==> config.mk <==
export PLATFORM = sky130hd
export DESIGN_NAME = cmd_fmt_parser
export DESIGN_NICKNAME = d
export VERILOG_FILES = /design/src/rtl/cfp_pkg.sv /design/src/rtl/cfp_byte_class.sv /design/src/rtl/cfp_desc_bank.sv /design/src/rtl/cfp_scan_ctrl.sv /design/src/rtl/cmd_fmt_parser.sv
export SDC_FILE = /design/constraint.sdc
export NUM_CORES = 1
export LEC_CHECK = 0
export BUFFER_PORTS_ARGS = -buffer_cell sky130_fd_sc_hd__clkbuf_2
export CORE_MARGIN = 2
export CORE_UTILIZATION = 40
export DETAILED_ROUTE_END_ITERATION = 16
export SKIP_CTS_REPAIR_TIMING = 1
export SLEW_MARGIN = 20
export SYNTH_ARGS = -nofsm -noshare
export SYNTH_HDL_FRONTEND = slang
export SYNTH_HIERARCHICAL = 1
export SYNTH_SLANG_ARGS = --single-unit
==> constraint.sdc <==
create_clock -name clk_i -period 3.6 [get_ports clk_i]
set_input_delay 0.72 -clock clk_i [delete_from_list [all_inputs] [get_ports clk_i]]
set_output_delay 0.72 -clock clk_i [all_outputs]
set_load 0.01 [all_outputs]
==> src/rtl/cfp_pkg.sv <==
package cfp_pkg;
  localparam int LEN_W = 6;
  localparam logic [7:0] MK_SKIP = 8'h00;
  localparam logic [7:0] MK_PAD  = 8'hFF;
  localparam logic [7:0] MK_END  = 8'hFE;
  localparam logic [7:0] MK_RST  = 8'hFD;
  localparam int RST_TX = 1;
  localparam int RST_RX = 3;

  typedef enum logic [2:0] {
    BC_SKIP, BC_PAD, BC_END, BC_RST, BC_LEN
  } byte_cls_e;

  typedef enum logic [1:0] {
    ST_IDLE, ST_SCAN, ST_PEEK
  } scan_st_e;
endpackage

==> src/rtl/cfp_byte_class.sv <==
module cfp_byte_class
  import cfp_pkg::*;
(
  input  logic [7:0]       byte_i,
  output byte_cls_e        cls_o,
  output logic [LEN_W-1:0] len_o
);
  always_comb begin
    unique case (byte_i)
      MK_SKIP: cls_o = BC_SKIP;
      MK_PAD:  cls_o = BC_PAD;
      MK_END:  cls_o = BC_END;
      MK_RST:  cls_o = BC_RST;
      default: cls_o = BC_LEN;
    endcase
  end
  assign len_o = byte_i[LEN_W-1:0];
endmodule

==> src/rtl/cfp_desc_bank.sv <==
module cfp_desc_bank #(
  parameter int NCH   = 5,
  parameter int LEN_W = 6,
  parameter int OFF_W = 8,
  parameter int IDX_W = 3
) (
  input  logic               clk_i,
  input  logic               rst_ni,
  input  logic               wr_i,
  input  logic               clr_i,
  input  logic               clr_up_i,
  input  logic [IDX_W-1:0]   idx_i,
  input  logic               wr_rst_i,
  input  logic [LEN_W-1:0]   wr_tx_i,
  input  logic [LEN_W-1:0]   wr_rx_i,
  input  logic [OFF_W-1:0]   wr_base_i,
  output logic [NCH-1:0]       en_o,
  output logic [NCH-1:0]       rst_o,
  output logic [NCH*LEN_W-1:0] tx_o,
  output logic [NCH*LEN_W-1:0] rx_o,
  output logic [NCH*OFF_W-1:0] base_o
);
  for (genvar i = 0; i < NCH; i++) begin : g_ch
    localparam logic [IDX_W-1:0] MY = IDX_W'(i);
    logic             en_q, rst_q;
    logic [LEN_W-1:0] tx_q, rx_q;
    logic [OFF_W-1:0] base_q;
    logic             hit_clr, hit_wr;

    assign hit_clr = clr_i && ((idx_i == MY) || (clr_up_i && (MY > idx_i)));
    assign hit_wr  = wr_i && (idx_i == MY);

    always_ff @(posedge clk_i or negedge rst_ni) begin
      if (!rst_ni) begin
        en_q <= 1'b0; rst_q <= 1'b0; tx_q <= '0; rx_q <= '0; base_q <= '0;
      end else if (hit_clr) begin
        en_q <= 1'b0; rst_q <= 1'b0; tx_q <= '0; rx_q <= '0; base_q <= '0;
      end else if (hit_wr) begin
        en_q   <= 1'b1;
        rst_q  <= wr_rst_i;
        tx_q   <= wr_tx_i;
        rx_q   <= wr_rx_i;
        base_q <= wr_base_i;
      end
    end

    assign en_o[i]                 = en_q;
    assign rst_o[i]                = rst_q;
    assign tx_o[i*LEN_W +: LEN_W]  = tx_q;
    assign rx_o[i*LEN_W +: LEN_W]  = rx_q;
    assign base_o[i*OFF_W +: OFF_W] = base_q;
  end
endmodule

==> src/rtl/cfp_scan_ctrl.sv <==
module cfp_scan_ctrl
  import cfp_pkg::*;
#(
  parameter int RAM_BYTES = 64,
  parameter int NCH       = 5,
  parameter int AW        = 6,
  parameter int OFF_W     = 8,
  parameter int IDX_W     = 3
) (
  input  logic               clk_i,
  input  logic               rst_ni,
  input  logic               start_i,
  output logic [AW-1:0]      rd_addr_o,
  input  byte_cls_e          cls_i,
  input  logic [LEN_W-1:0]   len_i,
  output logic               busy_o,
  output logic               done_o,
  output logic               trunc_o,
  output logic               wr_o,
  output logic               clr_o,
  output logic               clr_up_o,
  output logic [IDX_W-1:0]   idx_o,
  output logic               wr_rst_o,
  output logic [LEN_W-1:0]   wr_tx_o,
  output logic [LEN_W-1:0]   wr_rx_o,
  output logic [OFF_W-1:0]   wr_base_o
);
  localparam logic [OFF_W-1:0] PTR_END  = OFF_W'(RAM_BYTES);
  localparam logic [OFF_W-1:0] PTR_LAST = OFF_W'(RAM_BYTES - 1);
  localparam logic [OFF_W-1:0] PTR_PEN  = OFF_W'(RAM_BYTES - 2);
  localparam logic [IDX_W-1:0] IDX_END  = IDX_W'(NCH);

  scan_st_e         st_q, st_d;
  logic [OFF_W-1:0] ptr_q, ptr_d, ptr_p1;
  logic [IDX_W-1:0] idx_q, idx_d;
  logic [LEN_W-1:0] tx_q, tx_d;
  logic             done_q, done_d, trunc_q, trunc_d;

  assign ptr_p1    = ptr_q + OFF_W'(1);
  assign rd_addr_o = (st_q == ST_PEEK) ? ptr_p1[AW-1:0] : ptr_q[AW-1:0];

  always_comb begin
    st_d = st_q; ptr_d = ptr_q; idx_d = idx_q; tx_d = tx_q;
    done_d = 1'b0; trunc_d = trunc_q;
    wr_o = 1'b0; clr_o = 1'b0; clr_up_o = 1'b0; wr_rst_o = 1'b0;
    wr_tx_o = tx_q; wr_rx_o = len_i; wr_base_o = ptr_q;
    unique case (st_q)
      ST_IDLE: if (start_i) begin
        st_d = ST_SCAN; ptr_d = '0; idx_d = '0; trunc_d = 1'b0;
      end
      ST_SCAN: begin
        if (ptr_q >= PTR_END || idx_q == IDX_END) begin
          st_d = ST_IDLE; done_d = 1'b1;
        end else begin
          unique case (cls_i)
            BC_SKIP: begin
              clr_o = 1'b1; idx_d = idx_q + 1'b1; ptr_d = ptr_p1;
            end
            BC_PAD: ptr_d = ptr_p1;
            BC_END: begin
              clr_o = 1'b1; clr_up_o = 1'b1; st_d = ST_IDLE; done_d = 1'b1;
            end
            BC_RST: begin
              wr_o = 1'b1; wr_rst_o = 1'b1;
              wr_tx_o = LEN_W'(RST_TX); wr_rx_o = LEN_W'(RST_RX); wr_base_o = '0;
              idx_d = idx_q + 1'b1; ptr_d = ptr_p1;
            end
            default: begin
              if (ptr_q == PTR_LAST) begin
                trunc_d = 1'b1; st_d = ST_IDLE; done_d = 1'b1;
              end else begin
                tx_d = len_i; st_d = ST_PEEK;
              end
            end
          endcase
        end
      end
      ST_PEEK: begin
        if (cls_i == BC_END) begin
          // lone byte ahead of an end marker is dropped
          ptr_d = ptr_p1; st_d = ST_SCAN;
        end else if (ptr_q >= PTR_PEN) begin
          trunc_d = 1'b1; st_d = ST_IDLE; done_d = 1'b1;
        end else begin
          wr_o  = 1'b1;
          ptr_d = ptr_q + OFF_W'(2) + OFF_W'(tx_q) + OFF_W'(len_i);
          idx_d = idx_q + 1'b1; st_d = ST_SCAN;
        end
      end
      default: st_d = ST_IDLE;
    endcase
  end

  always_ff @(posedge clk_i or negedge rst_ni) begin
    if (!rst_ni) begin
      st_q <= ST_IDLE; ptr_q <= '0; idx_q <= '0; tx_q <= '0;
      done_q <= 1'b0; trunc_q <= 1'b0;
    end else begin
      st_q <= st_d; ptr_q <= ptr_d; idx_q <= idx_d; tx_q <= tx_d;
      done_q <= done_d; trunc_q <= trunc_d;
    end
  end

  assign idx_o   = idx_q;
  assign busy_o  = (st_q != ST_IDLE);
  assign done_o  = done_q;
  assign trunc_o = trunc_q;
endmodule

==> src/rtl/cmd_fmt_parser.sv <==
module cmd_fmt_parser
  import cfp_pkg::*;
#(
  parameter int RAM_BYTES = 64,
  parameter int NCH       = 5,
  localparam int AW    = $clog2(RAM_BYTES),
  localparam int OFF_W = AW + 2,
  localparam int IDX_W = $clog2(NCH + 1),
  localparam int LW    = LEN_W
) (
  input  logic                clk_i,
  input  logic                rst_ni,
  input  logic                start_i,
  output logic [AW-1:0]       rd_addr_o,
  input  logic [7:0]          rd_data_i,
  output logic                busy_o,
  output logic                done_o,
  output logic                trunc_o,
  output logic [NCH-1:0]      ch_en_o,
  output logic [NCH-1:0]      ch_rst_o,
  output logic [NCH*LW-1:0]   ch_tx_len_o,
  output logic [NCH*LW-1:0]   ch_rx_len_o,
  output logic [NCH*OFF_W-1:0] ch_txlen_off_o,
  output logic [NCH*OFF_W-1:0] ch_rxlen_off_o,
  output logic [NCH*OFF_W-1:0] ch_tx_off_o,
  output logic [NCH*OFF_W-1:0] ch_rx_off_o
);
  byte_cls_e        cls;
  logic [LW-1:0]    len;
  logic             wr, clr, clr_up, wr_rst;
  logic [IDX_W-1:0] idx;
  logic [LW-1:0]    wr_tx, wr_rx;
  logic [OFF_W-1:0] wr_base;
  logic [NCH*OFF_W-1:0] base;

  cfp_byte_class u_cls (.byte_i(rd_data_i), .cls_o(cls), .len_o(len));

  cfp_scan_ctrl #(
    .RAM_BYTES(RAM_BYTES), .NCH(NCH), .AW(AW), .OFF_W(OFF_W), .IDX_W(IDX_W)
  ) u_ctrl (
    .clk_i, .rst_ni, .start_i, .rd_addr_o,
    .cls_i(cls), .len_i(len),
    .busy_o, .done_o, .trunc_o,
    .wr_o(wr), .clr_o(clr), .clr_up_o(clr_up), .idx_o(idx),
    .wr_rst_o(wr_rst), .wr_tx_o(wr_tx), .wr_rx_o(wr_rx), .wr_base_o(wr_base)
  );

  cfp_desc_bank #(
    .NCH(NCH), .LEN_W(LW), .OFF_W(OFF_W), .IDX_W(IDX_W)
  ) u_bank (
    .clk_i, .rst_ni,
    .wr_i(wr), .clr_i(clr), .clr_up_i(clr_up), .idx_i(idx),
    .wr_rst_i(wr_rst), .wr_tx_i(wr_tx), .wr_rx_i(wr_rx), .wr_base_i(wr_base),
    .en_o(ch_en_o), .rst_o(ch_rst_o), .tx_o(ch_tx_len_o), .rx_o(ch_rx_len_o),
    .base_o(base)
  );

  // offsets derived from base; zero for idle and canned-command channels
  for (genvar i = 0; i < NCH; i++) begin : g_off
    logic             live;
    logic [OFF_W-1:0] b;
    assign live = ch_en_o[i] && !ch_rst_o[i];
    assign b    = base[i*OFF_W +: OFF_W];
    assign ch_txlen_off_o[i*OFF_W +: OFF_W] = live ? b : '0;
    assign ch_rxlen_off_o[i*OFF_W +: OFF_W] = live ? b + OFF_W'(1) : '0;
    assign ch_tx_off_o[i*OFF_W +: OFF_W]    = live ? b + OFF_W'(2) : '0;
    assign ch_rx_off_o[i*OFF_W +: OFF_W]    =
      live ? b + OFF_W'(2) + OFF_W'(ch_tx_len_o[i*LW +: LW]) : '0;
  end
endmodule

==> impl_results.md, run 1 <==
- Status: complete, no violations
- Fin Hold WS: 344.8 ps
- Fin nets: 1358
- Slew Viols, Final: 0
- Sequential fraction of the synthesis area: 34.32%
- Final setup fails: 0
- Syn_area_per_cell: 9.021 um2
- Synthesized area: 9553 um2
- Sink Count: 131
- Initial antenna violation count: 0
- Total power draw: 9210 uW
- Yosys reg bits: 131
- Area Overhead vs Synth: 21.23%
- Worst-Margin Slew: 908.9 ps
- Number of inserted diodes: 0
- Worst-Skew Late Latency: 420 ps
- Core area: 23470 um2
- First-pass GRT wire length: 44.42 mm
- Initial core utilization: 40.70%
- HP Class: in -> async
- Async SR Flop Fraction: 100.0%
- Total negative setup slack: 0 ps
- Dpl cell area: 10960 um2
- Worst path max stage delay: 480 ps
- Number of H-tree levels: 4
- Synth Instances: 1059
- Worst Slack Setup Final: 193.4 ps
- Vias: 8677
- Pin count of the biggest net entering global routing: 85
- Rows: 56
- Routed WL: 29.42 mm
- Synth Warn #: 6
- Wire length per cell: 18.31 um
- Clock root buffer: clkbuf_16
- Setup CP Type: reg -> out
- Crit share post-route: 94.63%
- Initial DRC Count: 791
- CTS tree: yes
- Crit path time final: 3407 ps
- Ys flop type: dfrtp_1
- DRC viols: 0
- Post-route antenna net violation count: 0
- Congestion Overflow GR: 0
- Hold Violations, Final: 0
- GRT Overall Usage: 23.06%
- Req. time, crit path: 2880 ps
- Power Density: 795.2 nW/um2
- Pleak: 0.005739 uW
- Fraction of layout cells with a size suffix above 1: 27.48%
- Internal reg-to-reg setup slack: 310 ps
- Post-synth net total: 1142
- Port Buffer Count: 249
- Vias in the first global route: 7997
- Peak VDD IR: 0.0003724 V
- Crit path cell chain: ha_1, xor2_1, ha_1, o21ai_0, o21bai_1, nor2_1, o31a_1, nor3_1, clkbuf_2
- Total die area: 25130 um2
- Die Y: 158.5 um
- Crit-path max FO: 7
- Max_cap viols: 0
- Vias/cell: 5.400
- RSZ-0062 raised after global routing: no
- Worst Skew: 6.502 ps
- CP arrival: 2690 ps
- Bufs on Longest Clock Path: 2
- Post-detail-place hpwl: 21.68 mm
- Detailed Routing Iterations Pass 1: 5
- CP Capture Type: output pin
- Post-Synth Simple-Gate Area: 21.99%
- Pre-CTS setup slack: 77.87 ps
- Xor/xnor share of the synthesized area: 6.575%
- Critical R2R Capture: u_bank/g_ch[2].tx_q[1]
- Crit path max-delay cell type: dfrtp_1
- Clock transition at the registers of the reported paths: 60 ps
- Worst r2r src: u_ctrl/idx_o[1]
- FMAX: 0.2935 GHz
- Synth Area in Compound Gates: 19.37%
- Most used cell, CP: ha_1
- Post-synthesis adder-cell area fraction: 10.29%
- Final Cell Area: 11580 um2
- CTS buffer count: 17
- Gpl congestion: 0.9032
- Post-synth EDFFs: 0
- Main combinational cell family by area after synthesis: simple AND/OR/NAND/NOR gates
- Mux cell area share after synthesis: 1.035%
- Worst R2R Path Depth: 9
- Slew HR: 39.28%
- Chip width: 158.5 um
- Startpoint Class: flop
- # IOs: 250
- Synth unique cells: 71
- Filler cell count: 2328
## placed cells by master (no fill, tap or decap), types with 4 or more instances in the layout
cell	instances
clkbuf_2	248
dfrtp_1	126
nor2_1	122
and2_1	77
nand2_1	71
a22o_1	63
ha_1	61
a21oi_1	54
o21ai_0	42
inv_1	39
xor2_1	39
nand3_1	29
xnor2_1	29
buf_4	25
a32o_1	21
clkbuf_16	17
nand2b_1	15
nand4_1	15
a211oi_1	12
nor3_1	12
nor2b_1	11
fa_1	11
or2_2	10
o22ai_1	8
o211a_1	7
and3_1	7
o21a_1	7
nor4_1	7
o21bai_1	6
o31a_1	6
clkinv_4	6
mux2_2	6
or3_1	5
dfrtp_2	5
and2_2	4
o211ai_1	4
## synth_stat cells (3+ instances only)
cell	n	share of area (%)
a211oi_1	12	0.94
a21o_1	3	0.24
a21oi_1	54	2.8
a22o_1	63	5.8
a32o_1	21	2.2
and2_1	77	5.0
and2_2	4	0.31
and3_1	7	0.46
buf_2	14	0.73
buf_4	25	2.0
clkbuf_1	32	1.3
clkbuf_8	4	0.58
dfrtp_1	131	34
fa_1	11	2.3
ha_1	61	8.0
inv_1	39	1.5
mux2_2	6	0.71
nand2_1	71	2.8
nand2b_1	15	0.98
nand3_1	29	1.5
nand4_1	15	0.98
nor2_1	122	4.8
nor2b_1	11	0.72
nor3_1	12	0.63
nor3b_1	3	0.24
nor4_1	7	0.46
o211a_1	7	0.73
o211ai_1	4	0.31
o21a_1	7	0.55
o21ai_0	43	2.3
o21bai_1	7	0.55
o22ai_1	8	0.52
o31a_1	6	0.55
or2_2	10	0.65
or3_1	5	0.33
xnor2_1	29	2.7
xor2_1	39	3.6
## report_power, final
| group | switching, uW | internal (uW) |
|---|---|---|
| clock network | 682 | 1090 |
| registers | 690 | 1990 |
| logic | 2800 | 1960 |
## through the flow
stage / utilization [%] / cells
2_1_floorplan: - / 1059
3_3_place_gp: 46.67 / 1574
3_5_place_dp: 46.67 / 1574
4_1_cts: 49.26 / 1606
5_1_grt: 49.34 / 1607
6_report: 49.34 / 1607
## final cells by class
type                       instances  area, um2  share of cell area (%)
sequential                       131       3284                   28.36
multi-input combinational        810       5672                   48.97
inverter                          39      146.4                   1.264
clock inverter                    15      182.7                   1.577
tap                              319      399.1                   3.446
timing repair buffer             276       1471                   12.71
clock buffer                      17      425.4                   3.673
## logic make-up (layout without fill, tap and decap cells)
group	count (synthesis)	count (layout)
AOI/OAI and AO/OA	253	253
muxes	9	9
and+or+nand+nor	406	406
buffers and inverters	118	347
adders and majority gates	72	72
DFF	131	131
xor gates and xnor gates	70	70
## worst max-delay path, delay by kind of cell (launching register included)
family,cells,cell delay [ps]
compound gates,3,610
xor+xnor,1,170
fa+ha+maj,2,620
flops,1,480
buf+inv,1,170
simple gates,2,230
## registers in the layout, indices dropped and copies added (netlist names)
register,flops
u_ctrl/idx_o,3
u_ctrl/done_o,1
u_bank/g_ch.tx_q,30
u_bank/g_ch.base_q,40
u_ctrl/trunc_o,1
u_ctrl/st_q,2
u_bank/g_ch.rx_q,30
u_bank/g_ch.en_q,5
u_ctrl/tx_q,6
u_bank/g_ch.rst_q,5
u_ctrl/ptr_q,8
## layer usage
layer | part of all wire (%) | up-vias | track usage, %
met5 | 0 | - | 0
met4 | 2.0 | 0 | 6.735
met3 | 5.4 | 41 | 3.756
met2 | 47 | 298 | 37.02
met1 | 46 | 4180 | 32.11
li1 | - | 4158 | -
## how the worst max path moves through the flow
| stage | start | endpoint | cells past startpoint |
|---|---|---|---|
| finish | u_bank/g_ch[1].base_q[1] | ch_rx_off_o[15] | 9 |
| global route | u_bank/g_ch[2].base_q[2] | ch_rx_off_o[23] | 9 |
| CTS | u_bank/g_ch[2].base_q[1] | ch_rx_off_o[23] | 9 |
| detailed placement | rd_data_i[0] | u_bank/g_ch[2].tx_q[1] | 10 |
| global placement | rd_data_i[0] | u_bank/g_ch[2].tx_q[1] | 10 |
| floorplan | rd_data_i[7] | u_bank/g_ch[2].rx_q[1] | 11 |
Power figures use the tool's default switching activity.
==> run 2: changes to the inputs <==
Settings changed: ABC_AREA set to 1, CELL_PAD_IN_SITES_DETAIL_PLACEMENT set to 0, CELL_PAD_IN_SITES_GLOBAL_PLACEMENT set to 1, CORE_UTILIZATION 40 to 35, PLACE_DENSITY_LB_ADDON set to 0.1.
Clock period 3.6 ns to 3.05 ns, I/O delays scaled along.
==> impl_results.md, run 2 <==
- Status: finished with violations
- Failing checks: setup timing
- Worst-Skew Late Latency: 420 ps (about the same)
- Critical R2R Capture: u_bank/g_ch[3].base_q[1]
- Rows: 62 (+11%)
- Internal reg-to-reg setup slack: 490 ps (+180 ps)
- First-pass GRT wire length: 54.10 mm (+22%)
- Top post-synthesis cells by count: nand2_1, inv_1, nand3_1, nor2_1, dfrtp_1
- Max_cap viols: 0 (unchanged)
- Crit share post-route: 100.9%
- Bufs on Longest Clock Path: 2 (unchanged)
- Startpoint Class: flop
- Worst r2r src: u_ctrl/idx_o[1]
- Core area: 28780 um2 (+23%)
- Peak VDD IR: 0.0006728 V (+81%)
- Initial antenna violation count: 0 (unchanged)
- Die Y: 175.2 um (+10%)
- Final setup fails: 1 (+1)
- Vias: 10890 (+25%)
- RSZ-0062 raised after global routing: yes
- Most common cell after layout, fill and taps aside: nand2_1
- Post-route antenna net violation count: 0 (unchanged)
- Met2 Usage GRT: 34.96% (-2.1 points)
- Largest regs: u_bank/g_ch.base_q: 40 flops, u_bank/g_ch.rx_q: 30 flops, u_bank/g_ch.tx_q: 30 flops
- Top cells by area, synth: dfrtp_1, nand2_1, nand3_1, ha_1, inv_1
- Non-Filler Instances: 2218 (+38%)
- Initial DRC Count: 702 (-11%)
- Post-detail-place hpwl: 25.84 mm (+19%)
- Ys flop type: dfrtp_1
- Synth unique cells: 40 (-44%)
- Async SR Flop Fraction: 100.0% (unchanged)
- CTS buffer count: 17 (unchanged)
- Placed Cells: 2147 (+36%)
- Clock root buffer: clkbuf_16
- Clock transition at the registers of the reported paths: 70 ps (about the same)
- # IOs: 250 (unchanged)
- Worst-Margin Slew: 720.3 ps (-188.5 ps)
- Slew Viols, Final: 0 (unchanged)
- Initial core utilization: 35.64% (-5.1 points)
- Post-synth net total: 1616 (+42%)
- Hold Violations, Final: 0 (unchanged)
- Worst path max stage delay: 480 ps (about the same)
- Congestion Overflow GR: 0 (unchanged)
- Number of H-tree levels: 4 (unchanged)
- Share of the core filled with cells: 47.00% (-2.3 points)
- Pleak: 0.007454 uW (+30%)
- Pin count of the biggest net entering global routing: 63 (-26%)
- Sequential fraction of the synthesis area: 31.96% (-2.4 points)
- Reg with most FFs: u_bank/g_ch.base_q
- FMAX: 0.3250 GHz
- Number of inserted diodes: 0 (unchanged)
- Post-synth top area share: 31.96% (-2.4 points)
- Total die area: 30690 um2 (+22%)
- Synth Instances: 1533 (+45%)
- Commonest non-fill, non-tap cells in the layout: nand2_1, clkbuf_2, inv_1
- Area Overhead vs Synth: 31.88%
- Cell accounting for the most synthesized area: dfrtp_1
- GRT Overall Usage: 22.23% (-0.84 points)
- Crit path max-delay cell type: dfrtp_2
- Wire length per cell: 16.01 um (-13%)
- Sink Count: 131 (unchanged)
- Routed WL: 35.51 mm (+21%)
- Largest delay share family, worst path: compound AO/OA/AOI/OAI gates
- Post-synth EDFFs: 0 (unchanged)
- Most used routing layer: met2
- Vias in the first global route: 9800 (+23%)
- Crit path time final: 3077 ps
- Slew HR: 51.92% (+13 points)
- Syn_area_per_cell: 6.690 um2 (-26%)
- Worst Slack Setup Final: -26.68 ps (-220.1 ps)
- Power Density: 973.1 nW/um2 (+22%)
- Fin nets: 1904 (+40%)
- Detailed Routing Iterations Pass 1: 6 (+1)
- Max reg flops: 40 (unchanged)
- HP Class: in -> async
- CTS tree: yes
- Synth Warn #: 6 (unchanged)
- Synthesized area: 10260 um2 (+7.4%)
- CP Capture Type: output pin
- Yosys reg bits: 131 (unchanged)
- Port Buffer Count: 249 (unchanged)
- Crit path cell chain: ha_4, inv_4, o21ai_1, nand2_2, inv_2, ha_4, nand2_2, o211ai_1, o21ai_1, o21a_1, buf_2
- Crit-path max FO: 5 (-2)
- Most frequent cell after synthesis: nand2_1
- Setup CP Type: reg -> out
- Chip width: 175.2 um (+10%)
- GR Util met1: 32.03% (-0.086 points)
- Met3 usage: 3.351% (-0.41 points)
- Worst R2R Path Depth: 14 (+5)
- Worst Skew: 8.900 ps (+2.398 ps)
- Req. time, crit path: 2440 ps (-440 ps)
- Fraction of layout cells with a size suffix above 1: 29.50% (+2.0 points)
- Vias/cell: 4.908 (-9.1%)
- Number of buffers and inverters on the critical path: 3 (+2)
- CP arrival: 2470 ps (-220 ps)
- DRC viols: 0 (unchanged)
- Gpl congestion: 0.8748 (-3.1%)
==> run 2: area by class of cell <==
cell class,count,area [um2]
fill,3051,15250
multi-input combinational,1118,6377
sequential,131,3301
timing repair buffer,341,1992
inverter,212,800.8
tap,384,480.5
clock buffer,18,429.2
clock inverter,14,145.1
==> run 2: layer usage <==
| metal | vias to the layer above | share of wire [%] |
|---|---|---|
| li1 | 5439 | - |
| met1 | 5077 | 48 |
| met2 | 337 | 45 |
| met3 | 32 | 5.1 |
| met4 | 0 | 1.9 |
| met5 | - | 0 |
==> run 2: cell families (layout without fill, tap and decap cells) <==
family / after synthesis / in the layout / synth area share [%]
adder cells (fa/ha/maj): 72 / 72 / 9.589
AND/OR/NAND/NOR: 854 / 854 / 36.23
XOR/XNOR: 18 / 18 / 1.537
AO/OA/AOI/OAI: 174 / 174 / 9.028
flip-flops: 131 / 131 / 31.96
buffers and inverters: 284 / 585 / 11.65
==> run 2: how the worst max path moves through the flow <==
stage,endpoint,from,slack [ps],depth (start not counted)
3_5_place_dp,u_bank/g_ch[3].tx_q[1],rd_data_i[5],-3,16
4_1_cts,ch_rx_off_o[6],u_bank/g_ch[0].base_q[2],-310,12
3_3_place_gp,u_bank/g_ch[3].base_q[5],rd_data_i[4],100,16
5_1_grt,ch_rx_off_o[6],u_bank/g_ch[0].base_q[1],-150,14
2_1_floorplan,ch_rx_off_o[15],u_bank/g_ch[1].base_q[1],500,13
6_report,ch_rx_off_o[6],u_bank/g_ch[0].base_q[1],-30,11
==> run 2: per-stage QoR <==
stage | hold WS [ps] | worst slack, ps | instance area (um2) | power, uW | setup TNS, ps
5_1_grt | 230.8 | -148.1 | 13530 | 14340 | -536.8
4_1_cts | 211.0 | -308.4 | 12600 | 12280 | -3131
3_5_place_dp | 487.1 | -3.167 | 12030 | 10190 | -5.311
2_1_floorplan | 314.4 | 504.1 | 10260 | 7637 | 0
3_3_place_gp | 483.4 | 96.08 | 12030 | 10200 | 0
6_report | 183.4 | -26.68 | 13530 | 13160 | -26.68
==> run 2: where the power goes <==
group | total (uW) | internal, uW | switching (uW)
Clock | 2020 | 1150 | 869
Combinational | 7930 | 3200 | 4740
Sequential | 3210 | 2360 | 844
Total | 13200 | 6710 | 6450
==> run 3: changes to the inputs <==
Settings changed: CORE_UTILIZATION 35 to 34, SYNTH_HIERARCHICAL 1 to not set.
==> impl_results.md, run 3 <==
- Total negative setup slack: 0 ps (+26.68 ps)
- Post-synth EDFFs: 0 (unchanged)
- Most frequent cell after synthesis: nand2_1
- Startpoint Class: flop
- Vias in the first global route: 9309 (-5.0%)
- Power Internal: 6499 uW (-3.2%)
- Crit path max-delay cell type: dfrtp_2
- Status: complete, no violations
- Largest regs: u_bank.g_ch.base_q: 40 flops, u_bank.g_ch.rx_q: 30 flops, u_bank.g_ch.tx_q: 30 flops
- Slew HR: 50.75% (-1.2 points)
- First-pass GRT wire length: 51.99 mm (-3.9%)
- Clock transition at the registers of the reported paths: 60 ps (about the same)
- Rows: 62 (unchanged)
- Crit path time final: 3004 ps (-73.09 ps)
- Clock share of power: 17.8% (+2.5 points)
- Wire length per cell: 16.06 um (+0.35%)
- Final setup fails: 0 (-1)
- Vias: 10130 (-7.0%)
- Sw Ratio: 47.28% (-1.7 points)
- Synth unique cells: 47 (+18%)
- Number of inserted diodes: 0 (unchanged)
- Peak VDD IR: 0.0004161 V (-38%)
- Worst path max stage delay: 460 ps (-20 ps)
- Post-synth net total: 1499 (-7.2%)
- Fin nets: 1781 (-6.5%)
- Total die area: 30120 um2 (-1.9%)
- # IOs: 250 (unchanged)
- Req. time, crit path: 2440 ps (about the same)
- Synthesized area: 9774 um2 (-4.7%)
- Most used cell, CP: nand2_1
- Commonest non-fill, non-tap cells in the layout: nand2_1, clkbuf_2, nand3_1
- Crit-path max FO: 6 (+1)
- GRT Overall Usage: 21.90% (-0.33 points)
- Power Density: 954.9 nW/um2 (-1.9%)
- Switching power total: 5829 uW (-9.6%)
- Max reg flops: 40 (unchanged)
- Worst Skew: 11.51 ps (+2.607 ps)
- Pin count of the biggest net entering global routing: 90 (+43%)
- Bufs on Longest Clock Path: 2 (unchanged)
- Yosys reg bits: 131 (unchanged)
- Async SR Flop Fraction: 100.0% (unchanged)
- Initial core utilization: 34.33% (-1.3 points)
- Worst-Margin Slew: 737.9 ps (+17.55 ps)
- Vias/cell: 4.831 (-1.6%)
- Top cells by area, synth: dfrtp_1, nand2_1, nand3_1, inv_1, ha_1
- Sink Count: 131 (unchanged)
- Detailed Routing Iterations Pass 1: 5 (-1)
- Post-detail-place hpwl: 25.08 mm (-2.9%)
- Logic gate share of total power: 57.5% (-2.8 points)
- FMAX: 0.3329 GHz (+2.4%)
- RSZ-0062 raised after global routing: yes
- Sequential power share: 24.7% (+0.3 points)
- Chip width: 173.6 um (-0.93%)
- Synth Instances: 1418 (-7.5%)
- Total power draw: 12330 uW (-6.3%)
- Synth Warn #: 0 (-6)
- Setup CP Type: reg -> out
- Top post-synthesis cells by count: nand2_1, inv_1, nand3_1, nor2_1, dfrtp_1
- Crit share post-route: 98.48% (-2.4 points)
- Max_cap viols: 0 (unchanged)
- Number of H-tree levels: 4 (unchanged)
- Initial DRC Count: 575 (-18%)
- Port Buffer Count: 249 (unchanged)
- Clock root buffer: clkbuf_16
- Ys flop type: dfrtp_1
- CP Capture Type: output pin
- Gpl congestion: 0.8480 (-3.1%)
- Syn_area_per_cell: 6.893 um2 (+3.0%)
- Most common cell after layout, fill and taps aside: nand2_1
- Routed WL: 33.67 mm (-5.2%)
- Area Overhead vs Synth: 32.08%
- Placed Cells: 2030 (-5.4%)
- HP Class: in -> async
- Sequential fraction of the synthesis area: 33.54% (+1.6 points)
- CTS tree: yes
- Final Cell Area: 12910 um2 (-4.6%)
- Post-synth top area share: 33.54% (+1.6 points)
- Reg with most FFs: u_bank.g_ch.base_q
- Hold Violations, Final: 0 (unchanged)
- Initial antenna violation count: 0 (unchanged)
- Cell accounting for the most synthesized area: dfrtp_1
- DRC viols: 0 (unchanged)
- Non-Filler Instances: 2096 (-5.5%)
- Die Y: 173.6 um (-0.93%)
- CTS buffer count: 17 (unchanged)
- Congestion Overflow GR: 0 (unchanged)
- Worst-Skew Late Latency: 420 ps (about the same)
- Slew Viols, Final: 0 (unchanged)
- Fraction of layout cells with a size suffix above 1: 28.39% (-1.1 points)
- Core area: 28470 um2 (-1.1%)
- Dpl cell area: 11480 um2 (-4.5%)
- Post-route antenna net violation count: 0 (unchanged)
- CP arrival: 2390 ps (-80 ps)
- Pleak: 0.007212 uW (-3.3%)
- Crit path cell chain: ha_4, nor2_4, nor2_4, ha_4, nand2_2, o211ai_1, nand2_1, nand2_2, nand2_1, nand2_1, nand2_1, buf_2
run 3: power groups by stage:
| stage | Sequential (uW) | Combinational (uW) | Clock [uW] |
|---|---|---|---|
| final | 3050 | 7090 | 2190 |
| after global routing | 3140 | 7930 | 2320 |
| after CTS | 3010 | 6640 | 2240 |
| after detailed placement | 3040 | 6610 | 0 |
| after global placement | 3030 | 6600 | 0 |
| after floorplan | 2950 | 4020 | 0 |
run 3: per-layer routing:
layer  part of all wire [%]  vias up  GRT usage, %
met1                     47     4750         29.98
li1                       -     5108             -
met3                    4.1       25         3.882
met2                     48      242         36.23
met5                      0        -             0
met4                    1.5        0         4.696
run 3: critical path: cells and delay by family (launching register included):
| family | cells | cell delay [ps] |
|---|---|---|
| AOI/OAI and AO/OA | 1 | 300 |
| adders and majority gates | 2 | 490 |
| DFF | 1 | 460 |
| and+or+nand+nor | 8 | 600 |
| buffers and inverters | 1 | 130 |
run 3: cell families (layout without fill, tap and decap cells):
| kind of cell | count (synthesis) | count (layout) | share of synthesized area [%] |
|---|---|---|---|
| buf+inv | 269 | 563 | 11.38 |
| simple gates | 751 | 751 | 33.68 |
| fa+ha+maj | 70 | 70 | 9.805 |
| compound gates | 175 | 175 | 9.626 |
| xor+xnor | 22 | 22 | 1.971 |
| flops | 131 | 131 | 33.54 |
run 3: worst paths after layout:
check                           depth (start not counted)  slack [ps]                       end                startpoint
worst max register to register                         10         630  u_bank.g_ch[3].base_q[5]           u_ctrl.ptr_q[0]
worst max-delay path                                   12          50           ch_rx_off_o[23]  u_bank.g_ch[2].base_q[2]
max in group asynchronous                               2        2040  u_bank.g_ch[2].base_q[3]                    rst_ni
min in group clk_i                                      2         490            u_ctrl.tx_q[1]            u_ctrl.tx_q[1]
worst min register to register                          2         490            u_ctrl.tx_q[1]            u_ctrl.tx_q[1]
worst min-delay path                                    1         110  u_bank.g_ch[4].base_q[7]                    rst_ni
run 3: cell type report:
type / count / area (um2)
Timing Repair Buffer: 322 / 1826
Fill cell: 3045 / 15560
Inverter: 210 / 795.8
Clock inverter: 12 / 180.2
Clock buffer: 19 / 442.9
Multi-Input combinational cell: 1018 / 5887
Tap cell: 384 / 480.5
Sequential cell: 131 / 3298
run 3: metrics by stage:
stage / hold WS [ps] / util [%] / setup WS, ps
after floorplan: 314.4 / - / 531.1
after global placement: 466.6 / 40.34 / 311.0
after detailed placement: 473.7 / 40.34 / 260.6
after CTS: 117.4 / 42.52 / -217.6
after global routing: 121.4 / 45.35 / -118.0
final: 110.7 / 45.35 / 46.41
